`src/rtl/disp_scan_pkg.sv`:
```
package disp_scan_pkg;
  localparam int NIB_W = 4;
  localparam int SEG_W = 7;

  // segment order {g,f,e,d,c,b,a}, active high; non-decimal codes are blank
  function automatic logic [SEG_W-1:0] nib_to_seg(input logic [NIB_W-1:0] v);
    logic [SEG_W-1:0] s;
    case (v)
      4'd0: s = 7'h3F;
      4'd1: s = 7'h06;
      4'd2: s = 7'h5B;
      4'd3: s = 7'h4F;
      4'd4: s = 7'h66;
      4'd5: s = 7'h6D;
      4'd6: s = 7'h7D;
      4'd7: s = 7'h07;
      4'd8: s = 7'h7F;
      4'd9: s = 7'h6F;
      default: s = '0;
    endcase
    return s;
  endfunction
endpackage

```
`src/rtl/scan_phase.sv`:
```
module scan_phase #(
  parameter int NDIG = 4,
  localparam int PW = (NDIG > 1) ? $clog2(NDIG) : 1
) (
  input  logic          clk,
  input  logic          rst_n,
  input  logic          tick,
  input  logic          hold,
  output logic [PW-1:0] phase
);
  logic tick_q;
  logic rise;

  assign rise = tick & ~tick_q;

  always_ff @(posedge clk) begin
    if (!rst_n) begin
      tick_q <= 1'b0;
      phase  <= PW'(NDIG - 1);
    end else begin
      tick_q <= tick;
      if (rise && !hold)
        phase <= (phase == '0) ? PW'(NDIG - 1) : phase - 1'b1;
    end
  end

  // the phase index never leaves the digit range
  assert_phase_range_R2: assert property (@(posedge clk) disable iff (!rst_n)
    int'(phase) < NDIG);
  // an accepted rising edge moves the phase to a new digit
  assert_step_on_rise_R2: assert property (@(posedge clk) disable iff (!rst_n)
    (rise && !hold) |=> phase != $past(phase));
  // a level that stays high does not step again
  assert_single_step_R4: assert property (@(posedge clk) disable iff (!rst_n)
    (tick_q && tick) |=> $stable(phase));
  // a held scan keeps its phase
  assert_hold_freezes_R7: assert property (@(posedge clk) disable iff (!rst_n)
    hold |=> $stable(phase));
endmodule

```
`src/rtl/digit_select.sv`:
```
module digit_select #(
  parameter int NDIG = 4,
  localparam int PW = (NDIG > 1) ? $clog2(NDIG) : 1,
  localparam int NW = disp_scan_pkg::NIB_W
) (
  input  logic [NDIG*NW-1:0] digits,
  input  logic [PW-1:0]      phase,
  output logic [NW-1:0]      nibble
);
  always_comb begin
    nibble = '0;
    for (int k = 0; k < NDIG; k++)
      if (int'(phase) == k) nibble = digits[k*NW +: NW];
  end
endmodule

```
`src/rtl/seg_drive.sv`:
```
module seg_drive (
  input  logic [disp_scan_pkg::NIB_W-1:0] nibble,
  input  logic                            blank,
  output logic [disp_scan_pkg::SEG_W-1:0] seg
);
  assign seg = blank ? '0 : disp_scan_pkg::nib_to_seg(nibble);
endmodule

```
`src/rtl/disp_scan.sv`:
```
module disp_scan #(
  parameter int NDIG = 4,
  localparam int PW = (NDIG > 1) ? $clog2(NDIG) : 1,
  localparam int NW = disp_scan_pkg::NIB_W,
  localparam int SW = disp_scan_pkg::SEG_W
) (
  input  logic              clk,
  input  logic              rst_n,
  input  logic              scan_tick,
  input  logic              free_tick,
  input  logic [NDIG*NW-1:0] digits,
  input  logic              disp_off,
  input  logic              load_mode,
  output logic [NDIG-1:0]   dig_en,
  output logic [SW-1:0]     seg,
  output logic [NW-1:0]     bcd_out,
  output logic              bcd_oe
);
  logic          act_tick;
  logic [PW-1:0] phase;

  assign act_tick = load_mode ? free_tick : scan_tick;

  scan_phase #(.NDIG(NDIG)) u_phase (
    .clk(clk), .rst_n(rst_n), .tick(act_tick), .hold(disp_off), .phase(phase)
  );

  digit_select #(.NDIG(NDIG)) u_sel (
    .digits(digits), .phase(phase), .nibble(bcd_out)
  );

  seg_drive u_seg (.nibble(bcd_out), .blank(disp_off), .seg(seg));

  for (genvar k = 0; k < NDIG; k++) begin : g_en
    assign dig_en[k] = (int'(phase) == k) && !act_tick && !disp_off;
  end

  assign bcd_oe = !disp_off && !load_mode;

  // at most one digit is lit at any time
  assert_one_digit_R2: assert property (@(posedge clk) disable iff (!rst_n)
    $onehot0(dig_en));
  // blanking while the active pulse is high
  assert_blank_R3: assert property (@(posedge clk) disable iff (!rst_n)
    act_tick |-> dig_en == '0);
  // display off leaves every driver released
  assert_off_dark_R7: assert property (@(posedge clk) disable iff (!rst_n)
    disp_off |-> (seg == '0 && dig_en == '0 && !bcd_oe));
  // the bus is released during load
  assert_load_release_R8: assert property (@(posedge clk) disable iff (!rst_n)
    load_mode |-> !bcd_oe);
endmodule

```
`config.mk`:
```
export PLATFORM = sky130hd
export DESIGN_NAME = disp_scan
export DESIGN_NICKNAME = d
export VERILOG_FILES = /design/src/rtl/disp_scan_pkg.sv /design/src/rtl/scan_phase.sv /design/src/rtl/digit_select.sv /design/src/rtl/seg_drive.sv /design/src/rtl/disp_scan.sv
export SDC_FILE = /design/constraint.sdc
export NUM_CORES = 1
export LEC_CHECK = 0
export BUFFER_PORTS_ARGS = -buffer_cell sky130_fd_sc_hd__buf_2
export CAP_MARGIN = 30
export CORE_UTILIZATION = 40
export DETAILED_ROUTE_END_ITERATION = 8
export PLACE_DENSITY = 0.8
export SETUP_SLACK_MARGIN = 0.3
export SYNTH_ARGS = -nofsm -noshare
export SYNTH_HDL_FRONTEND = slang
export SYNTH_SLANG_ARGS = --single-unit
```
`constraint.sdc`:
```
create_clock -name clk -period 4.7 [get_ports clk]
set_input_delay 0.235 -clock clk [delete_from_list [all_inputs] [get_ports clk]]
set_output_delay 0.235 -clock clk [all_outputs]
set_load 0.02 [all_outputs]
```
======== Yosys cells after proc, flatten, opt, wreduce, memory -nomap -nowiden ========
Memory sizes are Yosys's and may differ from the RTL's.
Cells that the tools add are included.
word-level totals
  register bits after elaboration ......... 3
  ROM bits ................................ 112
  input bits .............................. 22
  output and inout port bits .............. 16
  memories ................................ 1
cells by class
  add/subtract/negate cells ............... 1
  equality and inequality tests ........... 3
  multiplexer cells ....................... 7
  bitwise operators ....................... 2
  reduce and logical (&&, ||, !) cells .... 15
memories
  memory            depth  width  rd ports  clocked after Yosys merged registers in  wr ports  RTL line            source
  (name not given)  16     7      1         0                                        0         disp_scan_pkg.sv:8  case (v)
operators by type and width
  cell                                                                    number
  4-bit 2-to-1 mux                                                        4
  1-bit logical AND                                                       10
  7-bit 2-to-1 mux                                                        1
  2-bit equality test (second input constant)                             2
  2-bit zero test                                                         2
  1-bit zero test                                                         3
  2-bit by 1-bit equality test with 1-bit output (second input constant)  1
  2-bit 2-to-1 mux                                                        1
  2-bit by 1-bit subtractor with 2-bit output (second input constant)     1
  1-bit AND                                                               1
  1-bit 2-to-1 mux                                                        1
  1-bit NOT                                                               1

======== Depth between registers and ports, before layout ========
An unclocked memory read counts as a cell.
  word-level depth ........................ 7
  gate-level depth with buffers ........... 11

======== Modules after synthesis ========
Synthesis repeated with hierarchy kept, for this count alone.
second synthesis, totals
  cell total of the unflattened synthesis .. 56
  area total of the unflattened synthesis .. 538.0 um2
by module, submodules not included
  module        times used  cells an instance  area each (um2)  sequential area each (um2)
  seg_drive     1           31                 230.2            0.0
  scan_phase    1           14                 151.4            60.1
  digit_select  1           4                  105.1            0.0
  disp_scan     1           7                  51.3             0.0

======== Least setup slack after synthesis ========
No wires, ideal clock.
  kind .................................... reg-to-output
  from .................................... reg u_phase.phase[0]
  to ...................................... out seg[5]
  arrival ................................. 2234 ps
  data required time ...................... 4465 ps
  setup slack ............................. 2231 ps
  stages on the path, launching flop included .. 9
  path through ............................ dfxtp_1 inv_1 ha_1 nor2_1 o211ai_1 o211ai_2 inv_1 ha_1 o32ai_1
on the way
  word-level cells in the longest chain between the ends .. 7
RTL lines
  item                            RTL line            source
  start, declared                 scan_phase.sv:9     output logic [PW-1:0] phase
  start signal, assigned          scan_phase.sv:19    phase <= PW'(NDIG - 1);
  start signal, assigned          scan_phase.sv:23    phase <= (phase == '0) ? PW'(NDIG - 1) : phase - 1'b1;
  2-bit zero test                 digit_select.sv:13  if (int'(phase) == k) nibble = digits[k*NW +: NW];
  4-bit 2-to-1 mux (3 in series)  digit_select.sv:13
  4-bit 2-to-1 mux *              digit_select.sv:13
  net bcd_out[1]                  disp_scan.sv:16     output logic [NW-1:0] bcd_out,
  memory read 16 x 7 bit *        n/a
  7-bit 2-to-1 mux *              seg_drive.sv:6      assign seg = blank ? '0 : disp_scan_pkg::nib_to_seg(nibble);
  end, declared                   disp_scan.sv:15     output logic [SW-1:0] seg,
The timed path passes the listed nets; every way through them passes the cells marked *.

======== Worst setup path after layout ========
  from .................................... reg u_phase.phase[1]
  to ...................................... out seg[3]
on the way
  word-level cells in the longest chain between the ends .. 7
RTL lines
  item                            RTL line
  2-bit zero test                 digit_select.sv:13
  4-bit 2-to-1 mux (3 in series)  digit_select.sv:13
  4-bit 2-to-1 mux *              digit_select.sv:13
  memory read 16 x 7 bit *        n/a
  7-bit 2-to-1 mux *              seg_drive.sv:6
Every way passes the cells marked *; elsewhere a longest branch is shown, timed or not.

==> impl_metrics.json <==
{
  "syn2layout_area_growth_pct": 39.0,
  "insertion_delay_ps": 240,
  "synth_edf_count": 0,
  "path_clk_slew_ps": 40,
  "cts-root-buf": "clkbuf_4",
  "netlist_instances": 74,
  "min_path_type": "primary input to flop",
  "finalCriticalPeriod_ps": 2630,
  "grt_pass1_wl_mm": 2.04,
  "ys.flop_type": "dfxtp_1",
  "nets": 146,
  "period_share_pct": 55.9,
  "dr_total_vias": 654,
  "grt_pass1_vias": 545,
  "powerDensity_nw_per_um2": 256,
  "crit_path_start": "u_phase.phase[1]",
  "synth_cell_types": 31,
  "dp_cells": 125,
  "h-tree-depth": 1,
  "cts_tree": "done",
  "start_util_pct": 43.8,
  "multiInputGateArea_um2": 475,
  "tightest_slew_ps": 383,
  "drv_slew": 0,
  "grt_util_met3_pct": 1.67,
  "diodes": 0,
  "endpoint_kind": "output port",
  "final.setup.tns_ps": 0,
  "hold_start": "rst_n",
  "r2r_start": "u_phase.phase[0]",
  "start_kind": "flop",
  "core_area_um2": 1320,
  "synth-async-reset-ratio_pct": 0,
  "max_freq_mhz": 380,
  "peakVddDrop_uv": 129,
  "status": "complete, no violations",
  "drt_first_iter_violations": 3,
  "rows": 13,
  "gp_congestion": 0.740,
  "drive_above_1_share_pct": 43.0,
  "worst_clock_skew_ps": 1.37,
  "setup-violations-final": 0,
  "regArea_um2": 60.1,
  "numCtsBuffers": 3,
  "place_hpwl_mm": 1.19,
  "dr.pass1.iters": 3,
  "grtUsageMet1_pct": 19.4,
  "cts_sinks": 3,
  "cp.arrival_ps": 2390,
  "clockBufferDepth": 2,
  "wl_per_cell_um": 10.7,
  "cellLeakagePower_nw": 0.443,
  "cts_resized": 0,
  "seq_area_frac_synth_pct": 10.4,
  "antenna_left": 0,
  "io_pins": 38,
  "grtUsageMet2_pct": 36.7,
  "finalHoldViolations": 0,
  "antenna_found_initial": 0,
  "nFillCells": 123,
  "grt_overflow_total": 0,
  "die_h_um": 40.0,
  "grt_max_degree": 12,
  "grt_most_used_layer": "met2",
  "slew_headroom_pct": 74.4,
  "die_area_um2": 1600,
  "syn_nets": 105,
  "path_class": "flop to output port",
  "yosys_warnings": 0,
  "synth-seq-cells": 3,
  "drc": 0,
  "grt_usage_pct": 18.9,
  "vias_per_cell": 5.07,
  "port_buffers": 37,
  "worst_hold_slack_ps": 213,
  "drt_wl_total_mm": 1.38,
  "fp.dieW_um": 40.0,
  "hold_buffers": 0,
  "syn_avg_cell_area_um2": 7.79,
  "cp.required_ps": 4470,
  "postCtsSetupBuffers": 0,
  "maxCapViolations": 0,
  "crit_fanout": 9,
  "post_layout_nonfiller_instances": 129,
  "syn_area_um2": 577,
  "rsz0062_at_grt": "false"
}
==> layer usage <==
metal	part of all wire (%)	routed length, um
met1	42	576
met5	0	0
met4	0.87	12
met2	53	730
met3	4.6	63
==> worst max-delay path: stages, from the launching register on <==
cell and delay [ps]:
dfxtp_1 370, inv_1 80, ha_1 270, nand3b_1 200
a21oi_1 150, a21oi_1 50, nor2_1 130, a21oi_1 100
ha_1 310, inv_1 50, o32ai_1 250, buf_2 200
==> path summary, 6_finish.rpt <==
path	endpoint	slack, ps	cells past startpoint
hold / removal	u_phase.phase[0]	210	2
setup reg to reg	u_phase.phase[0]	3590	4
hold reg to reg	u_phase.phase[1]	550	2
setup / recovery	seg[3]	2070	11
==> logic make-up after synthesis <==
group           after synthesis  synth area share, %
compound gates               21                 29.7
xor+xnor                      1                 1.52
fa+ha+maj                     9                 19.5
buf+inv                       9                 7.16
flops                         3                 10.4
mux                           3                 5.21
simple gates                 28                 26.5
==> flip-flops by register name (all words and copies together), names as in the netlist <==
register / count
u_phase.tick_q: 1
u_phase.phase: 2
==> stage by stage <==
stage,utilization [%],cell area (um^2),power (W),worst slack (ps)
floorplan,-,577,0.000123,2230
global placement,58.9,776,0.000158,2370
detailed placement,58.9,776,0.000160,2330
CTS,60.9,802,0.000209,2060
global route,60.9,802,0.000223,1870
finish,60.9,802,0.000205,2070
==> where the power goes <==
part           switching, W  internal, W
sequential       0.00000132    0.0000275
combinational     0.0000775    0.0000527
clock             0.0000144    0.0000319
==> area by class of cell <==
class,instances,share of cell area (%)
Timing Repair Buffer,37,23.1
Tap cell,15,2.34
Sequential cell,3,7.49
Clock buffer,4,3.28
Multi-Input combinational cell,62,59.3
Inverter,8,4.52
==> cells in the final DEF (no fill, tap or decap), types with 2 or more instances in the layout <==
master,instances
o211ai_1,2
inv_1,5
mux2i_1,3
dfxtp_1,3
nand2b_1,2
nand2_1,7
o22ai_1,2
and2_1,3
ha_1,9
o32ai_1,4
a21oi_1,5
buf_2,37
nor2b_1,2
clkbuf_4,3
nor2_1,4
a31o_4,2
o21ai_0,2
nand3b_1,4
==> cell usage after synthesis, drive strengths merged, types with 2 or more instances <==
cell type | n | area share (%)
ha | 9 | 20
nand2 | 8 | 5.6
inv | 7 | 5.4
a21oi | 5 | 4.3
and2 | 5 | 5.6
nand3b | 4 | 5.2
nor2 | 4 | 2.6
o32ai | 4 | 6.1
dfxtp | 3 | 10
mux2i | 3 | 5.2
o211ai | 3 | 4.8
a31o | 2 | 6.1
nand2b | 2 | 2.2
nor2b | 2 | 2.2
o21ai | 2 | 1.7
o22ai | 2 | 2.2
(Power assumes the default switching activity.)
